**src/rtl/crport_pkg.sv**
```systemverilog
package crport_pkg;
  localparam int VAL_W        = 16;
  localparam int CTRL_W       = 32;
  localparam int STAT_W       = 32;
  // control word layout, decoded by the port
  localparam int BIT_CAP_ADDR = 0;
  localparam int BIT_CAP_DATA = 1;
  localparam int DIN_LSB      = 2;
  localparam int BIT_RD       = 18;
  localparam int BIT_WR       = 19;
  // status word layout
  localparam int BIT_ACK      = 0;
  localparam int DOUT_LSB     = 1;
  localparam int N_STB        = 3;

  typedef enum logic [1:0] {
    ST_IDLE, ST_SETUP, ST_WAIT_HI, ST_WAIT_LO
  } seq_state_e;

  // order is behaviour: address, data, commit
  typedef enum logic [1:0] {
    PH_ADDR   = 2'd0,
    PH_DATA   = 2'd1,
    PH_COMMIT = 2'd2
  } seq_phase_e;
endpackage

```
**src/rtl/crport_wait_timer.sv**
```systemverilog
module crport_wait_timer #(
  parameter int CYC_PER_POLL = 125,
  parameter int POLL_LIMIT   = 100
) (
  input  logic clk,
  input  logic rst,
  input  logic clr_i,
  input  logic en_i,
  output logic limit_hit_o
);
  localparam int TW = (CYC_PER_POLL > 1) ? $clog2(CYC_PER_POLL) : 1;
  localparam int PW = (POLL_LIMIT > 1) ? $clog2(POLL_LIMIT) : 1;
  localparam logic [TW-1:0] TICK_LAST = TW'(CYC_PER_POLL - 1);
  localparam logic [PW-1:0] POLL_LAST = PW'(POLL_LIMIT - 1);

  logic [TW-1:0] tick_q;
  logic [PW-1:0] poll_q;

  always_ff @(posedge clk) begin
    if (rst || clr_i) begin
      tick_q <= '0;
      poll_q <= '0;
    end else if (en_i) begin
      if (tick_q == TICK_LAST) begin
        tick_q <= '0;
        poll_q <= poll_q + 1'b1;
      end else begin
        tick_q <= tick_q + 1'b1;
      end
    end
  end

  // last cycle of the final poll interval
  assign limit_hit_o = (tick_q == TICK_LAST) && (poll_q == POLL_LAST);
endmodule

```
**src/rtl/crport_ctrl_word.sv**
```systemverilog
module crport_ctrl_word
  import crport_pkg::*;
(
  input  logic              clk,
  input  logic              rst,
  input  logic              clr_all_i,
  input  logic              ld_din_i,
  input  logic [VAL_W-1:0]  din_i,
  input  logic              stb_set_i,
  input  logic              stb_clr_i,
  input  seq_phase_e        stb_sel_i,
  output logic [CTRL_W-1:0] word_o
);
  logic [VAL_W-1:0] din_q;
  logic [N_STB-1:0] stb_q;

  always_ff @(posedge clk) begin
    if (rst || clr_all_i) begin
      din_q <= '0;
      stb_q <= '0;
    end else begin
      if (ld_din_i) din_q <= din_i;
      if (stb_set_i)      stb_q <= N_STB'(1) << stb_sel_i;
      else if (stb_clr_i) stb_q <= '0;
    end
  end

  for (genvar b = 0; b < CTRL_W; b++) begin : g_bit
    if (b >= DIN_LSB && b < DIN_LSB + VAL_W) begin : g_din
      assign word_o[b] = din_q[b-DIN_LSB];
    end else if (b == BIT_CAP_ADDR) begin : g_ca
      assign word_o[b] = stb_q[PH_ADDR];
    end else if (b == BIT_CAP_DATA) begin : g_cd
      assign word_o[b] = stb_q[PH_DATA];
    end else if (b == BIT_WR) begin : g_wr
      assign word_o[b] = stb_q[PH_COMMIT];
    end else begin : g_zero
      assign word_o[b] = 1'b0;
    end
  end
endmodule

```
**src/rtl/crport_hs_master.sv**
```systemverilog
module crport_hs_master
  import crport_pkg::*;
#(
  parameter int CYC_PER_POLL = 125,
  parameter int POLL_LIMIT   = 100
) (
  input  logic              clk,
  input  logic              rst,
  input  logic              req_valid,
  output logic              req_ready,
  input  logic [VAL_W-1:0]  req_addr,
  input  logic [VAL_W-1:0]  req_data,
  output logic              done_pulse,
  output logic              err_pulse,
  output logic [VAL_W-1:0]  err_value,
  output logic [VAL_W-1:0]  rd_data,
  output logic [CTRL_W-1:0] port_ctrl,
  input  logic [STAT_W-1:0] port_stat
);
  seq_state_e state_q, state_n;
  seq_phase_e phase_q, phase_n;
  logic [VAL_W-1:0] addr_q, data_q, errv_q, rdat_q, cur_val, din_nxt;
  logic done_q, done_n, err_q, err_n;
  logic ld_din, stb_set, stb_clr, clr_all, tmr_clr, tmr_en, cap_dout;
  logic limit_hit, ack;
  logic unused_stat;

  assign ack         = port_stat[BIT_ACK];
  assign unused_stat = ^{port_stat[STAT_W-1:DOUT_LSB+VAL_W]};
  assign cur_val     = (phase_q == PH_ADDR) ? addr_q : data_q;

  crport_wait_timer #(
    .CYC_PER_POLL(CYC_PER_POLL),
    .POLL_LIMIT  (POLL_LIMIT)
  ) timer_i (
    .clk        (clk),
    .rst        (rst),
    .clr_i      (tmr_clr),
    .en_i       (tmr_en),
    .limit_hit_o(limit_hit)
  );

  crport_ctrl_word word_i (
    .clk      (clk),
    .rst      (rst),
    .clr_all_i(clr_all),
    .ld_din_i (ld_din),
    .din_i    (din_nxt),
    .stb_set_i(stb_set),
    .stb_clr_i(stb_clr),
    .stb_sel_i(phase_q),
    .word_o   (port_ctrl)
  );

  always_comb begin
    state_n  = state_q;
    phase_n  = phase_q;
    done_n   = 1'b0;
    err_n    = 1'b0;
    ld_din   = 1'b0;
    din_nxt  = data_q;
    stb_set  = 1'b0;
    stb_clr  = 1'b0;
    clr_all  = 1'b0;
    tmr_clr  = 1'b0;
    tmr_en   = 1'b0;
    cap_dout = 1'b0;
    case (state_q)
      ST_IDLE: begin
        tmr_clr = 1'b1;
        if (req_valid) begin
          ld_din  = 1'b1;
          din_nxt = req_addr;
          phase_n = PH_ADDR;
          state_n = ST_SETUP;
        end
      end
      ST_SETUP: begin
        stb_set = 1'b1;
        tmr_clr = 1'b1;
        state_n = ST_WAIT_HI;
      end
      ST_WAIT_HI: begin
        if (ack) begin
          stb_clr  = 1'b1;
          cap_dout = 1'b1;
          tmr_clr  = 1'b1;
          state_n  = ST_WAIT_LO;
        end else begin
          tmr_en = 1'b1;
          if (limit_hit) begin
            clr_all = 1'b1;
            err_n   = 1'b1;
            state_n = ST_IDLE;
          end
        end
      end
      ST_WAIT_LO: begin
        if (!ack) begin
          tmr_clr = 1'b1;
          if (phase_q == PH_COMMIT) begin
            clr_all = 1'b1;
            done_n  = 1'b1;
            state_n = ST_IDLE;
          end else begin
            ld_din  = 1'b1;
            din_nxt = data_q;
            phase_n = (phase_q == PH_ADDR) ? PH_DATA : PH_COMMIT;
            state_n = ST_SETUP;
          end
        end else begin
          tmr_en = 1'b1;
          if (limit_hit) begin
            clr_all = 1'b1;
            err_n   = 1'b1;
            state_n = ST_IDLE;
          end
        end
      end
      default: state_n = ST_IDLE;
    endcase
  end

  always_ff @(posedge clk) begin
    if (rst) begin
      state_q <= ST_IDLE;
      phase_q <= PH_ADDR;
      addr_q  <= '0;
      data_q  <= '0;
      done_q  <= 1'b0;
      err_q   <= 1'b0;
      errv_q  <= '0;
      rdat_q  <= '0;
    end else begin
      state_q <= state_n;
      phase_q <= phase_n;
      done_q  <= done_n;
      err_q   <= err_n;
      if (state_q == ST_IDLE && req_valid) begin
        addr_q <= req_addr;
        data_q <= req_data;
      end
      if (err_n)    errv_q <= cur_val;
      if (cap_dout) rdat_q <= port_stat[DOUT_LSB +: VAL_W];
    end
  end

  assign req_ready  = (state_q == ST_IDLE);
  assign done_pulse = done_q;
  assign err_pulse  = err_q;
  assign err_value  = errv_q;
  assign rd_data    = rdat_q;
endmodule

```
**config.mk**
```make
export PLATFORM = sky130hd
export DESIGN_NAME = crport_hs_master
export DESIGN_NICKNAME = d
export VERILOG_FILES = /design/src/rtl/crport_pkg.sv /design/src/rtl/crport_wait_timer.sv /design/src/rtl/crport_ctrl_word.sv /design/src/rtl/crport_hs_master.sv
export SDC_FILE = /design/constraint.sdc
export NUM_CORES = 1
export LEC_CHECK = 0
export ABC_AREA = 0
export BUFFER_PORTS_ARGS = -buffer_cell sky130_fd_sc_hd__buf_2
export CORE_MARGIN = 1
export CORE_UTILIZATION = 46
export DETAILED_ROUTE_END_ITERATION = 6
export GPL_TIMING_DRIVEN = 1
export PLACE_DENSITY_LB_ADDON = 0.08
export SYNTH_ARGS = -nofsm -noshare
export SYNTH_HDL_FRONTEND = slang
export SYNTH_SLANG_ARGS = --single-unit
```
**constraint.sdc**
```tcl
create_clock -name clk -period 2.1 [get_ports clk]
set_input_delay 0.63 -clock clk [delete_from_list [all_inputs] [get_ports clk]]
set_output_delay 0.63 -clock clk [all_outputs]
set_load 0.005 [all_outputs]
```
==> impl_metrics.xml, run 1 <==
<?xml version="1.0" encoding="UTF-8"?>
<metrics>
  <group name="synthesis">
    <metric name="synth_compound_gate_area_share" unit="%">20.0</metric>
    <metric name="dominant_cells_by_area_after_synthesis" unit="">sky130_fd_sc_hd__dfxtp_1, sky130_fd_sc_hd__nand2_1, sky130_fd_sc_hd__a21oi_1</metric>
    <metric name="postSynth.asyncResetShare" unit="%">0</metric>
    <metric name="yosys.area_share.simple" unit="%">17.1</metric>
    <metric name="synthAdderAreaFrac" unit="%">2.01</metric>
    <metric name="ys_ff_latch" unit="">103</metric>
    <metric name="most_frequently_used_flop_master_after_synthesis" unit="">sky130_fd_sc_hd__dfxtp_1</metric>
    <metric name="yosys.area_share.xor_xnor" unit="%">1.41</metric>
    <metric name="synth_seq_area_share" unit="%">47.3</metric>
    <metric name="unique_masters_post_synth" unit="">48</metric>
    <metric name="yosysTopAreaCellShare" unit="%">47.3</metric>
    <metric name="syn_area" unit="um2">4360</metric>
    <metric name="synth_top_family_by_area" unit="">compound AO/OA/AOI/OAI gates</metric>
    <metric name="synthDominantAreaCellType" unit="">sky130_fd_sc_hd__dfxtp_1</metric>
    <metric name="post_synth.cell_area_avg" unit="um2">8.51</metric>
    <metric name="synthesis.instances" unit="">512</metric>
    <metric name="share_of_synthesized_area_spent_on_multiplexers" unit="%">4.25</metric>
    <metric name="synth_edf_count" unit="">0</metric>
    <metric name="synth.yosys.warnings" unit="">0</metric>
  </group>
  <group name="sta">
    <metric name="fmax" unit="MHz">503</metric>
    <metric name="hold_violations" unit="">0</metric>
    <metric name="max_slew_margin" unit="%">58.9</metric>
    <metric name="rsz0062_at_grt" unit="">false</metric>
    <metric name="timing_max_transition_violations_final" unit="">0</metric>
    <metric name="timing_worst_slew_pin_value" unit="ns">0.611</metric>
    <metric name="clock_period_minus_worst_slack" unit="ns">1.99</metric>
    <metric name="min_period_over_period" unit="%">94.7</metric>
    <metric name="setup-violations-final" unit="">0</metric>
    <metric name="skew" unit="ns">0.0109</metric>
    <metric name="fin_tns_setup" unit="ns">0</metric>
    <metric name="fin_ws" unit="ns">0.111</metric>
  </group>
  <group name="floorplanning">
    <metric name="core_area" unit="um2">9200</metric>
    <metric name="fp.dieW" unit="um">99.3</metric>
    <metric name="initial_utilization" unit="%">47.4</metric>
    <metric name="dieArea" unit="um2">9860</metric>
    <metric name="num_io_pins" unit="">134</metric>
    <metric name="std_cell_rows" unit="">35</metric>
    <metric name="chipHeight" unit="um">99.3</metric>
  </group>
  <group name="clocking">
    <metric name="cts.clk_slew.worst_paths" unit="ns">0.10</metric>
    <metric name="cts_hold_repair.buffers" unit="">0</metric>
    <metric name="clkLatencyLatePin" unit="ns">0.36</metric>
    <metric name="ctsRootBufferMaster" unit="">sky130_fd_sc_hd__clkbuf_8</metric>
    <metric name="clock_tree.htree_level_count" unit="">3</metric>
    <metric name="cts-root-to-sink-buffers" unit="">2</metric>
    <metric name="clock_tree_from_tritoncts" unit="">done</metric>
    <metric name="tritoncts_num_sinks" unit="">103</metric>
    <metric name="cts_inserted_buffers" unit="">9</metric>
  </group>
  <group name="layout">
    <metric name="final_layout_size_suffix_gt1_share" unit="%">25.1</metric>
    <metric name="n_antenna_cell" unit="">0</metric>
    <metric name="areaGrowthSynthToFinish" unit="%">20.1</metric>
    <metric name="stdcell_count" unit="">732</metric>
    <metric name="num-nets-final" unit="">690</metric>
  </group>
  <group name="drt">
    <metric name="vias" unit="">3812</metric>
    <metric name="total_iterations_of_the_first_detailed_routing_run" unit="">5</metric>
    <metric name="postRouteAntennaNets" unit="">0</metric>
    <metric name="wire_per_inst" unit="um">14.1</metric>
    <metric name="remaining_design_rule_violation_count" unit="">0</metric>
    <metric name="viasPerCell" unit="">5.21</metric>
    <metric name="drt_first_iter_violations" unit="">213</metric>
    <metric name="totalWireLength" unit="um">10300</metric>
  </group>
  <group name="power">
    <metric name="p_leak" unit="nW">2.22</metric>
    <metric name="total_power" unit="W">0.00499</metric>
    <metric name="pwr_density_cell" unit="nW/um2">954</metric>
    <metric name="power.ir.vdd_worst" unit="uV">473</metric>
  </group>
  <group name="run_status">
    <metric name="run_status" unit="">completed</metric>
  </group>
  <group name="placed_design">
    <metric name="pre_cts_slack" unit="ns">0.0149</metric>
    <metric name="place.detailed.instances" unit="">716</metric>
    <metric name="port_buffers" unit="">105</metric>
    <metric name="gp_routability_congestion" unit="">0.880</metric>
    <metric name="dp.final_hpwl" unit="um">7370</metric>
  </group>
  <group name="global_routing">
    <metric name="grt_use_total" unit="%">21.9</metric>
    <metric name="global_route_wire_length_before_repair" unit="um">17200</metric>
    <metric name="overflow" unit="">0</metric>
    <metric name="pin_count_of_the_biggest_net_entering_global_routing" unit="">46</metric>
    <metric name="antenna_found_initial" unit="">0</metric>
    <metric name="first_global_vias" unit="">3511</metric>
  </group>
  <group name="setup_path">
    <metric name="timing_worst_setup_path_type" unit="">register to primary output</metric>
    <metric name="cp_data_arrival_time" unit="ns">1.36</metric>
    <metric name="worst-endpoint-required" unit="ns">1.47</metric>
    <metric name="end_kind" unit="">primary output</metric>
    <metric name="critical_path.max_fanout" unit="">5</metric>
    <metric name="critPathLaunchType" unit="">register</metric>
  </group>
  <group name="hold_path">
    <metric name="min-delay-path-class" unit="">register to register</metric>
  </group>
  <group name="job">
    <metric name="max_cap_check_violation_count" unit="">0</metric>
  </group>
</metrics>
synthesized netlist by cell type, types with 6 or more instances:
cell type,number
sky130_fd_sc_hd__buf_4,13
sky130_fd_sc_hd__buf_2,8
sky130_fd_sc_hd__nand2_1,112
sky130_fd_sc_hd__inv_1,24
sky130_fd_sc_hd__buf_1,6
sky130_fd_sc_hd__ha_1,7
sky130_fd_sc_hd__xnor2_1,6
sky130_fd_sc_hd__a221oi_1,16
sky130_fd_sc_hd__nor2_1,14
sky130_fd_sc_hd__nor3_1,6
sky130_fd_sc_hd__dfxtp_1,103
sky130_fd_sc_hd__a21oi_1,75
sky130_fd_sc_hd__mux2i_1,16
sky130_fd_sc_hd__o22ai_1,16
sky130_fd_sc_hd__a311oi_1,16
sky130_fd_sc_hd__clkbuf_1,21
through the flow:
stage	hold WS, ns	utilization, %	instance area, um2
4_1_cts	0.460	56.8	5230
3_3_place_gp	0.440	54.8	5040
2_1_floorplan	0.436	-	4400
3_5_place_dp	0.445	54.8	5040
6_report	0.460	56.9	5230
5_1_grt	0.477	56.9	5230
area by class of cell:
cell class / instances / area, um2
Inverter: 24 / 90.1
Tap cell: 111 / 139
Multi-Input combinational cell: 348 / 2010
Clock buffer: 10 / 138
Timing Repair Buffer: 130 / 738
Sequential cell: 103 / 2060
Fill cell: 902 / 3960
Clock inverter: 6 / 52.6
critical path, cell delays in order, from the launching register on:
cell                      delay [ns]
sky130_fd_sc_hd__dfxtp_1        0.38
sky130_fd_sc_hd__inv_1          0.07
sky130_fd_sc_hd__buf_4          0.15
sky130_fd_sc_hd__ha_1           0.25
sky130_fd_sc_hd__buf_2          0.15
cells by family after synthesis:
logic type | count (synthesis)
DFF | 103
and+or+nand+nor | 166
xor gates and xnor gates | 7
other | 1
adders and majority gates | 7
muxes | 18
AOI/OAI and AO/OA | 137
buffers and inverters | 73
layer usage:
layer / GRT usage (%) / routed length [um] / part of all wire, %
met1: 33.0 / 5310 / 51
met5: 0 / 0 / 0
met2: 31.4 / 4330 / 42
met4: 7.81 / 146 / 1.4
met3: 3.37 / 536 / 5.2
cell usage in the layout, fill, tap and decap left out, types with 16 or more instances in the layout:
master / n
sky130_fd_sc_hd__a21oi_1: 75
sky130_fd_sc_hd__mux2i_1: 16
sky130_fd_sc_hd__buf_2: 105
sky130_fd_sc_hd__o22ai_1: 16
sky130_fd_sc_hd__buf_4: 23
sky130_fd_sc_hd__a221oi_1: 16
sky130_fd_sc_hd__inv_1: 24
sky130_fd_sc_hd__nand2_1: 112
sky130_fd_sc_hd__a311oi_1: 16
sky130_fd_sc_hd__dfxtp_1: 102
flip-flops by register name, indices dropped and copies added (netlist names), 2 cells and up:
name / cells
err_value: 16
word_i.din_q: 16
timer_i.tick_q: 7
phase_q: 2
data_q: 16
timer_i.poll_q: 7
word_i.stb_q: 3
state_q: 2
addr_q: 16
rd_data: 16
worst paths after layout:
path         slack (ns)                        endpoint  cells past startpoint                            from
max reg2reg        0.16  timer_i.poll_q[5]$_SDFFE_PP0P_                      7  timer_i.tick_q[0]$_SDFFE_PP0P_
min                0.46          addr_q[2]$_SDFFE_PP0P_                      2          addr_q[2]$_SDFFE_PP0P_
max                0.11                       req_ready                      4         state_q[0]$_SDFFE_PP0P_
min reg2reg        0.46          addr_q[2]$_SDFFE_PP0P_                      2          addr_q[2]$_SDFFE_PP0P_
power by group:
part	internal (W)	total, W	switching, W
Combinational	0.000577	0.00141	0.000832
Clock	0.000481	0.00119	0.000709
Sequential	0.00224	0.00240	0.000160
Total	0.00329	0.00499	0.00170
what timing repair did:
| item | in CTS | in global routing |
|---|---|---|
| gates resized for setup | 0 | 3 |
| endpoints found under the hold margin | 0 | 0 |
| setup buffers | 0 | 0 |
| setup endpoints to repair | 0 | 15 |
Power figures use the tool's default switching activity.
==> run 2, diff against run 1 <==
CTS_BUF_LIST = sky130_fd_sc_hd__clkbuf_16   (was unset)
MAX_ROUTING_LAYER = met4   (was unset)
REMOVE_ABC_BUFFERS = 1   (was unset)
==> impl_metrics.xml, run 2 (same netlist as run 1, synthesis figures left out) <==
<?xml version="1.0" encoding="UTF-8"?>
<metrics>
  <group name="setup_path">
    <metric name="crit_path_cell_trace" unit="">ha_1, mux2i_2, or4_1, or4_1, nand2_1</metric>
    <metric name="worst_setup_path_startpoint" unit="">state_q[1]$_SDFFE_PP0P_</metric>
    <metric name="worst-endpoint-required" unit="ns">2.38</metric>
    <metric name="slowest_stage" unit="">sky130_fd_sc_hd__or4_1</metric>
    <metric name="cp_data_arrival_time" unit="ns">2.27</metric>
    <metric name="reg2reg_setup_slack" unit="ns">0.10</metric>
    <metric name="critical_path.max_fanout" unit="">8</metric>
    <metric name="rr_startpoint" unit="">state_q[1]$_SDFFE_PP0P_</metric>
    <metric name="end_kind" unit="">register</metric>
    <metric name="timing_worst_setup_path_type" unit="">register to register</metric>
    <metric name="critPathLaunchType" unit="">register</metric>
    <metric name="ff2ff_path_depth" unit="">5</metric>
    <metric name="regToRegEndpoint" unit="">timer_i.poll_q[6]$_SDFFE_PP0P_</metric>
    <metric name="critPathMaxStageDelay" unit="ns">0.58</metric>
    <metric name="timing.critical_path.mode_cell" unit="">sky130_fd_sc_hd__or4_1</metric>
  </group>
  <group name="placed_design">
    <metric name="dpl_cell_area" unit="um2">5060</metric>
    <metric name="port_buffers" unit="">105</metric>
    <metric name="gp_routability_congestion" unit="">0.818</metric>
    <metric name="dp.final_hpwl" unit="um">6810</metric>
  </group>
  <group name="sta">
    <metric name="setup-violations-final" unit="">0</metric>
    <metric name="fmax" unit="MHz">501</metric>
    <metric name="fin_tns_setup" unit="ns">0</metric>
    <metric name="clock_period_minus_worst_slack" unit="ns">2.00</metric>
    <metric name="timing_worst_slew_pin_value" unit="ns">0.614</metric>
    <metric name="timing_max_transition_violations_final" unit="">0</metric>
    <metric name="hold_violations" unit="">0</metric>
    <metric name="rsz0062_at_grt" unit="">false</metric>
    <metric name="skew" unit="ns">0.0102</metric>
    <metric name="max_slew_margin" unit="%">59.0</metric>
    <metric name="min_period_over_period" unit="%">95.1</metric>
  </group>
  <group name="global_routing">
    <metric name="grt_use_total" unit="%">21.3</metric>
    <metric name="antenna_found_initial" unit="">0</metric>
    <metric name="pin_count_of_the_biggest_net_entering_global_routing" unit="">49</metric>
    <metric name="overflow" unit="">0</metric>
    <metric name="first_global_vias" unit="">3431</metric>
    <metric name="global_route_wire_length_before_repair" unit="um">16300</metric>
  </group>
  <group name="hold_path">
    <metric name="hold_end" unit="">addr_q[11]$_SDFFE_PP0P_</metric>
    <metric name="holdPathStages" unit="">2</metric>
    <metric name="hold_path_startpoint" unit="">addr_q[11]$_SDFFE_PP0P_</metric>
    <metric name="min-delay-path-class" unit="">register to register</metric>
  </group>
  <group name="clocking">
    <metric name="clkLatencyLatePin" unit="ns">0.34</metric>
    <metric name="clock_tree.htree_level_count" unit="">3</metric>
    <metric name="ctsRootBufferMaster" unit="">sky130_fd_sc_hd__clkbuf_16</metric>
    <metric name="cts-root-to-sink-buffers" unit="">2</metric>
    <metric name="cts_inserted_buffers" unit="">9</metric>
    <metric name="tritoncts_num_sinks" unit="">103</metric>
    <metric name="cts.clk_slew.worst_paths" unit="ns">0.07</metric>
    <metric name="clock_tree_from_tritoncts" unit="">done</metric>
  </group>
  <group name="floorplanning">
    <metric name="fp.dieW" unit="um">99.3</metric>
    <metric name="initial_utilization" unit="%">47.4</metric>
    <metric name="dieArea" unit="um2">9860</metric>
    <metric name="chipHeight" unit="um">99.3</metric>
    <metric name="num_io_pins" unit="">134</metric>
    <metric name="std_cell_rows" unit="">35</metric>
    <metric name="core_area" unit="um2">9200</metric>
  </group>
  <group name="job">
    <metric name="max_cap_check_violation_count" unit="">0</metric>
  </group>
  <group name="layout">
    <metric name="final_layout_size_suffix_gt1_share" unit="%">24.7</metric>
    <metric name="n_antenna_cell" unit="">0</metric>
    <metric name="top_library_cells_by_usage_in_the_layout_fill_and_taps_aside" unit="">sky130_fd_sc_hd__nand2_1, sky130_fd_sc_hd__buf_2, sky130_fd_sc_hd__dfxtp_1</metric>
    <metric name="post-route-cell-area" unit="um2">5340</metric>
    <metric name="areaGrowthSynthToFinish" unit="%">22.6</metric>
    <metric name="layout_commonest_cell" unit="">sky130_fd_sc_hd__nand2_1</metric>
    <metric name="num-nets-final" unit="">689</metric>
  </group>
  <group name="power">
    <metric name="p_leak" unit="nW">2.27</metric>
    <metric name="pwr_density_cell" unit="nW/um2">1020</metric>
    <metric name="power.ir.vdd_worst" unit="uV">470</metric>
  </group>
  <group name="drt">
    <metric name="vias" unit="">3873</metric>
    <metric name="postRouteAntennaNets" unit="">0</metric>
    <metric name="remaining_design_rule_violation_count" unit="">0</metric>
    <metric name="wire_per_inst" unit="um">13.9</metric>
    <metric name="totalWireLength" unit="um">10100</metric>
    <metric name="viasPerCell" unit="">5.30</metric>
    <metric name="total_iterations_of_the_first_detailed_routing_run" unit="">4</metric>
    <metric name="drt_first_iter_violations" unit="">109</metric>
  </group>
  <group name="run_status">
    <metric name="run_status" unit="">completed</metric>
  </group>
</metrics>
run 2: report_power, final:
part | internal [W] | switching [W] | leakage (nW)
registers | 0.00224 | 0.000165 | 0.838
clock network | 0.000819 | 0.000760 | 0.139
logic | 0.000622 | 0.000844 | 1.29
run 2: final cells by class:
cell class                      count  area (um2)
Fill cell                         863        3850
Timing Repair Buffer              129         756
Tap cell                          111         139
Sequential cell                   103        2060
Clock inverter                      7        57.6
Inverter                           24        90.1
Multi-Input combinational cell    348        2010
Clock buffer                        9         225
run 2: timing repair:
item | in CTS | in global routing
endpoints found under the setup margin | 0 | 6
hold buffers | 0 | 0
gates resized for setup | 0 | 1
setup buffers | 0 | 0
endpoints found under the hold margin | 0 | 0
run 2: worst max path at each step:
stage / to / cells after the start / slack (ns)
2_1_floorplan: err_value[0]$_SDFFE_PP0P_ / 6 / -0.66
3_3_place_gp: timer_i.poll_q[6]$_SDFFE_PP0P_ / 5 / -0.02
3_5_place_dp: timer_i.poll_q[6]$_SDFFE_PP0P_ / 5 / -0.04
4_1_cts: timer_i.poll_q[6]$_SDFFE_PP0P_ / 6 / 0.12
5_1_grt: timer_i.poll_q[6]$_SDFFE_PP0P_ / 5 / 0.007
6_report: timer_i.poll_q[6]$_SDFFE_PP0P_ / 5 / 0.10
run 2: metrics by stage:
stage / total power [W] / hold WS (ns) / setup WS [ns] / util (%) / cells
floorplan: 0.00325 / 0.430 / -0.663 / - / 475
global placement: 0.00387 / 0.439 / -0.0179 / 55.0 / 715
detailed placement: 0.00391 / 0.447 / -0.0388 / 55.0 / 715
CTS: 0.00549 / 0.457 / 0.121 / 58.1 / 731
global route: 0.00576 / 0.477 / 0.00688 / 58.1 / 731
finish: 0.00545 / 0.454 / 0.103 / 58.1 / 731
run 2: routing by layer:
layer  track usage, %  share of wire, %
met5                -                 0
met4             6.79              0.92
met3             2.95               3.6
met2             33.7                47
met1             28.2                49
run 2: critical path: cells and delay by family, from the launching register on:
family,cells,cell delay [ns]
AND/OR/NAND/NOR,3,1.17
flip-flops,1,0.41
adder cells (fa/ha/maj),1,0.26
multiplexers,1,0.10
